$ cat config.mk
export PLATFORM = sky130hd
export DESIGN_NAME = rtc_trim_prescaler
export DESIGN_NICKNAME = d
export VERILOG_FILES = /design/src/rtl/rtc_trim_pkg.sv /design/src/rtl/trim_divider.sv /design/src/rtl/trim_schedule.sv /design/src/rtl/ftest_out.sv /design/src/rtl/rtc_trim_prescaler.sv
export SDC_FILE = /design/constraint.sdc
export NUM_CORES = 1
export LEC_CHECK = 0
export BUFFER_PORTS_ARGS = -buffer_cell sky130_fd_sc_hd__buf_2
export CAP_MARGIN = 30
export CELL_PAD_IN_SITES_DETAIL_PLACEMENT = 1
export CELL_PAD_IN_SITES_GLOBAL_PLACEMENT = 2
export CORE_ASPECT_RATIO = 0.8
export CORE_UTILIZATION = 40
export DETAILED_ROUTE_END_ITERATION = 10
export GPL_ROUTABILITY_DRIVEN = 0
export GPL_TIMING_DRIVEN = 0
export PLACE_DENSITY = 0.82
export SETUP_SLACK_MARGIN = 0.02
export SYNTH_ARGS = -nofsm -noshare
export SYNTH_HDL_FRONTEND = slang
export SYNTH_SLANG_ARGS = --single-unit
export TNS_END_PERCENT = 5
$ cat constraint.sdc
create_clock -name clk -period 1.3 [get_ports clk]
set_input_delay 0.065 -clock clk [delete_from_list [all_inputs] [get_ports clk]]
set_output_delay 0.065 -clock clk [all_outputs]
set_load 0.01 [all_outputs]
$ cat src/rtl/rtc_trim_pkg.sv
package rtc_trim_pkg;
  typedef enum logic [1:0] {
    TRIM_NONE  = 2'd0,
    TRIM_SHORT = 2'd1,
    TRIM_LONG  = 2'd2
  } trim_e;
endpackage

$ cat src/rtl/trim_divider.sv
module trim_divider
  import rtc_trim_pkg::*;
#(
  parameter int LO_BITS  = 8,
  parameter int HI_COUNT = 128
) (
  input  logic  clk,
  input  logic  rst_n,
  input  logic  adv,
  input  trim_e mode,
  output logic  sec_end
);
  localparam int LO_W   = LO_BITS + 1;
  localparam int HI_W   = (HI_COUNT > 1) ? $clog2(HI_COUNT) : 1;
  localparam int LO_PER = 1 << LO_BITS;

  logic [LO_W-1:0] lo_q, lo_d, lo_last;
  logic [HI_W-1:0] hi_q, hi_d, hi_last;
  logic            stage_end, at_end;

  always_comb begin
    hi_last   = (mode == TRIM_SHORT) ? HI_W'(HI_COUNT - 2) : HI_W'(HI_COUNT - 1);
    lo_last   = (mode == TRIM_LONG && hi_q == hi_last) ?
                LO_W'(LO_PER + LO_PER / 2 - 1) : LO_W'(LO_PER - 1);
    stage_end = (lo_q == lo_last);
    at_end    = stage_end && (hi_q == hi_last);
    lo_d      = lo_q;
    hi_d      = hi_q;
    if (adv) begin
      if (stage_end) begin
        lo_d = '0;
        hi_d = at_end ? '0 : hi_q + HI_W'(1);
      end else begin
        lo_d = lo_q + LO_W'(1);
      end
    end
  end

  assign sec_end = adv && at_end;

  always_ff @(posedge clk or negedge rst_n) begin
    if (!rst_n) begin
      lo_q <= '0;
      hi_q <= '0;
    end else begin
      lo_q <= lo_d;
      hi_q <= hi_d;
    end
  end

  AST_DIV_HOLD: assert property (@(posedge clk) disable iff (!rst_n)
    !adv |=> ($stable(lo_q) && $stable(hi_q)));
endmodule

$ cat src/rtl/trim_schedule.sv
module trim_schedule
  import rtc_trim_pkg::*;
#(
  parameter int SEC_PER_MIN = 60,
  parameter int CAL_BITS    = 5
) (
  input  logic                clk,
  input  logic                rst_n,
  input  logic                sec_end,
  input  logic [CAL_BITS-1:0] cal_mag,
  input  logic                cal_sign,
  output trim_e               mode
);
  localparam int SEC_W = (SEC_PER_MIN > 1) ? $clog2(SEC_PER_MIN) : 1;
  localparam int CYC_W = CAL_BITS + 1;

  logic [SEC_W-1:0] sec_q, sec_d;
  logic [CYC_W-1:0] min_q, min_d;
  logic [CYC_W-1:0] trim_span;

  always_comb begin
    trim_span = {cal_mag, 1'b0};
    sec_d     = sec_q;
    min_d     = min_q;
    if (sec_end) begin
      if (sec_q == SEC_W'(SEC_PER_MIN - 1)) begin
        sec_d = '0;
        min_d = min_q + CYC_W'(1);
      end else begin
        sec_d = sec_q + SEC_W'(1);
      end
    end
    if (sec_q == '0 && min_q < trim_span)
      mode = cal_sign ? TRIM_SHORT : TRIM_LONG;
    else
      mode = TRIM_NONE;
  end

  always_ff @(posedge clk or negedge rst_n) begin
    if (!rst_n) begin
      sec_q <= '0;
      min_q <= '0;
    end else begin
      sec_q <= sec_d;
      min_q <= min_d;
    end
  end

  AST_MIN_STEPS_ON_SECOND: assert property (@(posedge clk) disable iff (!rst_n)
    (min_q != $past(min_q)) |-> $past(sec_end));
  AST_POS_HOLD: assert property (@(posedge clk) disable iff (!rst_n)
    !sec_end |=> ($stable(sec_q) && $stable(min_q)));
endmodule

$ cat src/rtl/ftest_out.sv
module ftest_out #(
  parameter int FT_BITS = 5
) (
  input  logic clk,
  input  logic rst_n,
  input  logic adv,
  input  logic ftest_en,
  input  logic out_level,
  output logic pin
);
  logic [FT_BITS-1:0] cnt_q, cnt_d;
  logic               tog_q, tog_d;

  always_comb begin
    cnt_d = cnt_q;
    tog_d = tog_q;
    if (adv) begin
      cnt_d = cnt_q + FT_BITS'(1);
      if (&cnt_q) tog_d = ~tog_q;
    end
  end

  always_ff @(posedge clk or negedge rst_n) begin
    if (!rst_n) begin
      cnt_q <= '0;
      tog_q <= 1'b0;
    end else begin
      cnt_q <= cnt_d;
      tog_q <= tog_d;
    end
  end

  assign pin = ftest_en ? tog_q : out_level;

  AST_FT_FROZEN: assert property (@(posedge clk) disable iff (!rst_n)
    !adv |=> $stable(tog_q));
endmodule

$ cat src/rtl/rtc_trim_prescaler.sv
module rtc_trim_prescaler
  import rtc_trim_pkg::*;
#(
  parameter int LO_BITS     = 8,
  parameter int HI_COUNT    = 128,
  parameter int SEC_PER_MIN = 60,
  parameter int CAL_BITS    = 5,
  parameter int FT_BITS     = 5
) (
  input  logic                clk,
  input  logic                rst_n,
  input  logic                osc_en,
  input  logic                halt,
  input  logic [CAL_BITS-1:0] cal_mag,
  input  logic                cal_sign,
  input  logic                ftest_en,
  input  logic                out_level,
  output logic                sec_tick,
  output logic                ftest_pin
);
  logic  rst_meta, rst_sync_n;
  logic  adv, sec_end, tick_d;
  trim_e mode;

  always_ff @(posedge clk or negedge rst_n) begin
    if (!rst_n) begin
      rst_meta   <= 1'b0;
      rst_sync_n <= 1'b0;
    end else begin
      rst_meta   <= 1'b1;
      rst_sync_n <= rst_meta;
    end
  end

  assign adv    = osc_en && !halt;
  assign tick_d = sec_end;

  trim_divider #(.LO_BITS(LO_BITS), .HI_COUNT(HI_COUNT)) i_div (
    .clk(clk), .rst_n(rst_sync_n), .adv(adv), .mode(mode), .sec_end(sec_end));

  trim_schedule #(.SEC_PER_MIN(SEC_PER_MIN), .CAL_BITS(CAL_BITS)) i_sched (
    .clk(clk), .rst_n(rst_sync_n), .sec_end(sec_end), .cal_mag(cal_mag),
    .cal_sign(cal_sign), .mode(mode));

  ftest_out #(.FT_BITS(FT_BITS)) i_ft (
    .clk(clk), .rst_n(rst_sync_n), .adv(adv), .ftest_en(ftest_en),
    .out_level(out_level), .pin(ftest_pin));

  always_ff @(posedge clk or negedge rst_sync_n) begin
    if (!rst_sync_n) sec_tick <= 1'b0;
    else             sec_tick <= tick_d;
  end

  AST_TICK_NEEDS_OSC: assert property (@(posedge clk) disable iff (!rst_sync_n)
    sec_tick |-> $past(osc_en && !halt));
  AST_TICK_SINGLE: assert property (@(posedge clk) disable iff (!rst_sync_n)
    sec_tick |=> !sec_tick);
endmodule

-- Yosys cells after proc, flatten, opt, wreduce, memory -nomap -nowiden
Index checks and enable logic that the tools add are counted.
- register bits: 37
- word-level logic and storage cells: 39
- output and inout bits: 2
- mux-type cells: 8
- order comparisons: 1
- bitwise logic cells: 1
- reduce and logical (&&, ||, !) cells: 10
- add/sub/neg operators: 5
- equality and inequality tests: 5
- operators by type and width (kind ; count):
    $mux 9 ; 2
    $add 6x1->6 const B ; 2
    $add 9x1->9 const B ; 1
    $eq 9x9->1 ; 1
    $add 7x1->7 const B ; 1
    $eq 7x7->1 ; 1
    $mux 7 ; 1
    $eq 6x6->1 const B ; 1
    $logic_not 6->1 ; 1
    $lt 6x6->1 ; 1
    $mux 6 ; 1
    $reduce_and 6->1 ; 1
    $add 5x1->5 const B ; 1
    $logic_and 1x1->1 ; 5
    $mux 2 ; 2
    $reduce_and 2->1 ; 2
    $eq 2x1->1 const B ; 1
    $eq 2x2->1 const B ; 1
    $mux 1 ; 2
    $logic_not 1->1 ; 1
    $not 1->1 ; 1

-- Longest topological paths before layout
- depth in word-level cells: 12
- depth in mapped cells: 9
- depth with buffers taken out: 8

-- By module
From an unflattened synthesis, not the netlist that was laid out.
- cells, all modules: 193
- area, all modules: 2013.2 um^2
- by module, submodules not included (module ; cells an instance ; area an instance (um^2) ; times used):
    trim_divider ; 100 ; 934.6 ; 1
    trim_schedule ; 69 ; 724.4 ; 1
    ftest_out ; 19 ; 261.5 ; 1
    rtc_trim_prescaler ; 5 ; 92.6 ; 1

-- Least setup slack after synthesis
No wires, ideal clock.
- path kind: register to register
- start point: reg i_sched.min_q[3]
- end point: reg i_sched.sec_q[1]
- path buffers: 1
- arrival time: 2.289 ns
- library setup time: 0.128 ns
- slack: -1.116 ns
- stages on the path, launching flop included: 8
- period minus slack after synthesis: 2.416 ns
- data required time: 1.172 ns
- cells stage by stage: dfrtp_1 ha_1 nand2_1 o21ai_1 a2111oi_4 a211oi_2 buf_2 mux2_1
- word-level cells in the longest chain between the ends: 11
- RTL lines (item ; line ; text):
    start, declared ; trim_schedule.sv:18 ; logic [CYC_W-1:0] min_q, min_d;
    start signal, assigned ; trim_schedule.sv:45 ; min_q <= min_d;
    $lt 6x6->1 * ; trim_schedule.sv:33 ; if (sec_q == '0 && min_q < trim_span)
    $logic_and 1x1->1 * ; trim_schedule.sv:33 ;
    $mux 2 * ; trim_schedule.sv:33 ;
    $eq 2x1->1 ; trim_divider.sv:22 ; hi_last = (mode == TRIM_SHORT) ? HI_W'(HI_COUNT - 2) : HI_W'(HI_COUNT - 1);
    $mux 1 ; trim_divider.sv:22 ;
    $eq 7x7->1 ; trim_divider.sv:23, trim_divider.sv:26 ;
    $logic_and 1x1->1 ; trim_divider.sv:23 ; lo_last = (mode == TRIM_LONG && hi_q == hi_last) ?
    $mux 9 ; trim_divider.sv:23 ;
    $eq 9x9->1 ; trim_divider.sv:25 ; stage_end = (lo_q == lo_last);
    $logic_and 1x1->1 * ; trim_divider.sv:26 ; at_end = stage_end && (hi_q == hi_last);
    $logic_and 1x1->1 * ; trim_divider.sv:39 ; assign sec_end = adv && at_end;
    end signal, assigned ; trim_schedule.sv:41 ; sec_q <= '0;
    end signal, assigned ; trim_schedule.sv:44 ; sec_q <= sec_d;
    end, declared ; trim_schedule.sv:17 ; logic [SEC_W-1:0] sec_q, sec_d;
Mark *: on every way between the ends. The rest lies on a longest branch, timed or not.
A chain may end at the register's enable or synchronous reset.

-- Worst setup path after layout
- start point: reg i_sched.sec_q[2]
- end point: reg i_sched.sec_q[1]
- word-level cells in the longest chain between the ends: 11
- RTL lines (item ; line):
    $logic_not 6->1 ; trim_schedule.sv:33
    $logic_and 1x1->1 ; trim_schedule.sv:33
    $mux 2 ; trim_schedule.sv:33
    $eq 2x1->1 ; trim_divider.sv:22
    $mux 1 ; trim_divider.sv:22
    $eq 7x7->1 ; trim_divider.sv:23, trim_divider.sv:26
    $logic_and 1x1->1 ; trim_divider.sv:23
    $mux 9 ; trim_divider.sv:23
    $eq 9x9->1 ; trim_divider.sv:25
    $logic_and 1x1->1 ; trim_divider.sv:26
    $logic_and 1x1->1 ; trim_divider.sv:39
Several ways; a longest one is shown, not always the timed one.

==> results.yml <==
status:
  status: "complete, but fails checks"
  failed_checks: "setup timing"
sta:
  fmax_ghz: 0.424
  setup_slack_ps: -1060
  hold_viol_final: 0
  setup_tns_ps: -25150
  rsz0062_at_grt: "true"
  finalSetupViolCount: 27
  maxSlewViolCount: 0
  finClkSkew_ps: 6.38
  min_period_ps: 2360
  relSlewSlack_pct: 57.7
  period_share_pct: 182
  tightest_slew_ps: 634
setup_path:
  critical_path_class: "reg2reg"
  path_delay_family: "compound AO/OA/AOI/OAI gates"
  startpoint_type: "flip-flop"
  critPathSlowestCell: "dfrtp_2"
  path_max_fanout: 10
  cp-end-kind: "flip-flop"
  crit_buf_inv: 1
  reg2reg_setup_slack_ps: -1060
  cp_data_required_time_ps: 1470
  critPathMaxStageDelay_ps: 470
  crit_chain: "nor4_4 -> nand4b_4 -> a21o_4 -> a211oi_4 -> buf_6 -> mux2_4"
  cp_data_arrival_time_ps: 2530
power_and_ir_drop:
  power_leakage_uw: 0.00115
  powerDensity_nw_per_um2: 1080
  ir_worst_vdd_v: 0.000905
min_path:
  hold_class: "in2async"
synthesis:
  syn_inst: 202
  ys_warn_count: 0
  ys.flop_type: "dfrtp_1"
  ys_ff_latch: 37
  synthArstFlopShare_pct: 100
  ys_types: 49
  synth_area_um2: 2140
  ys_seq_area_share_pct: 43.3
  syn_avg_cell_area_um2: 10.6
  syn_nets: 224
  synth_edf_count: 0
clock_network:
  cts_buffers: 5
  cts_tree: "built"
  clk_path_buf_depth: 2
  clkTransAtPathRegs_ps: 70
  cts_sinks: 37
  cts-root-buf: "clkbuf_8"
  h-tree-depth: 2
  clkLatencyLatePin_ps: 290
floorplan:
  die_h_um: 67.4
  io_pins: 14
  dieArea_um2: 5640
  die_w_um: 83.7
  initial_core_util_pct: 42.2
  fp-row-count: 23
  core_um2: 5060
placed_design:
  dp_slack_ps: -1220
  dp_hpwl_um: 3700
  portBuffers: 13
  dpl_cell_area_um2: 2420
final_layout:
  fin_area_um2: 2630
  antennaDiodeCount: 0
  drive_above_1_share_pct: 28.7
  layout_common_cells: "36 x dfrtp_1, 15 x inv_1, 14 x buf_2, 13 x nor2_1"
  area_growth_pct: 23.0
  nets: 251
  final_common_cell: "dfrtp_1"
route:
  finalWirelength_um: 5040
  via_count: 1640
  drc: 0
  wl_per_cell_um: 17.3
  viasPerCell: 5.62
  initialDrtViolationCount: 42
  dr.pass1.iters: 4
  ant_nets: 0
global_routing:
  antenna_found_initial: 0
  overflow: 0
  grt_max_degree: 24
  grt_usage_pct: 20.1
  grt_pass1_wl_um: 8720
  grt_pass1_vias: 1782
job:
  drv_cap: 0
layer usage:
metal	global-route usage, %	part of all wire [%]	up-vias
li1	-	-	769
met1	26.4	49	836
met2	33.5	47	24
met3	4.40	2.7	11
met4	6.57	1.2	0
met5	0	0	-
repair_timing:
action,CTS,global route
pin swaps,9,4
endpoints found under the setup margin,27,28
hold endpoints to repair,2,0
buffers inserted,5,0
resized for setup,9,0
hold buffers,1,0
sequential cells by signal (all words and copies together) (netlist names):
signal	flops
i_div.hi_q	7
rst_sync_n	1
rst_meta	1
i_sched.sec_q	6
i_ft.tog_q	1
i_ft.cnt_q	5
sec_tick	1
i_div.lo_q	9
i_sched.min_q	6
per-stage QoR:
stage | power [µW] | std cells | hold slack, ps | utilization (%)
after CTS | 2890 | 292 | 66.9 | 51.9
after detailed placement | 1820 | 278 | -147 | 47.9
final | 2850 | 292 | 78.0 | 51.9
after floorplan | 1690 | 202 | -231 | -
after global routing | 3010 | 292 | 64.3 | 51.9
after global placement | 1760 | 277 | -150 | 47.3
cells in the mapped netlist, types with 4 or more instances:
cell type   n  area share (%)
and3_1      6             1.8
o21ai_1     5             1.2
inv_1      15             2.6
nand4_1     7             2.0
nand3_1     7             1.6
nand2_1    10             1.8
xnor2_1    10             4.1
nor2b_1     4             1.2
mux2_2      4             2.1
nand2b_1    5             1.5
xor2_1      9             3.7
nor2_1     15             2.6
nand3b_1    4             1.4
ha_1       10             5.9
dfrtp_1    37              43
cells by family after synthesis:
group                    count (synthesis)  synth area share (%)
multiplexers                             9                  4.63
flip-flops                              37                  43.3
XOR/XNOR                                19                  7.79
AO/OA/AOI/OAI                           29                  12.1
adder cells (fa/ha/maj)                 10                  5.85
AND/OR/NAND/NOR                         79                  22.9
other                                    1                 0.175
buffers and inverters                   18                  3.28
final cells by class:
cell class / count / area (µm²)
Tap cell: 62 / 77.6
Buffer: 3 / 20.0
Clock inverter: 1 / 30.0
Clock buffer: 7 / 86.3
Fill cell: 544 / 2440
Multi-Input combinational cell: 147 / 1290
Timing Repair Buffer: 20 / 144
Sequential cell: 37 / 927
Inverter: 15 / 56.3
report_power, final:
group	internal (µW)	switching (µW)	leakage, µW	total, µW
Sequential	1300	167	0.000462	1470
Clock	626	418	0.0000585	1040
Combinational	188	147	0.000632	335
Total	2120	733	0.00115	2850
path summary, 6_finish.rpt:
path                                       start          endpoint  cells after the start
min in group clk                        cal_sign          sec_tick                      3
worst max register to register  i_sched.sec_q[2]  i_sched.sec_q[1]                      6
worst min-delay path                       rst_n        rst_sync_n                      2
worst min register to register        rst_sync_n  i_sched.min_q[5]                      0
max in group asynchronous             rst_sync_n     i_div.lo_q[2]                      1
worst max-delay path            i_sched.sec_q[2]  i_sched.sec_q[1]                      6
Note: power is estimated with default switching activity, not from simulation.
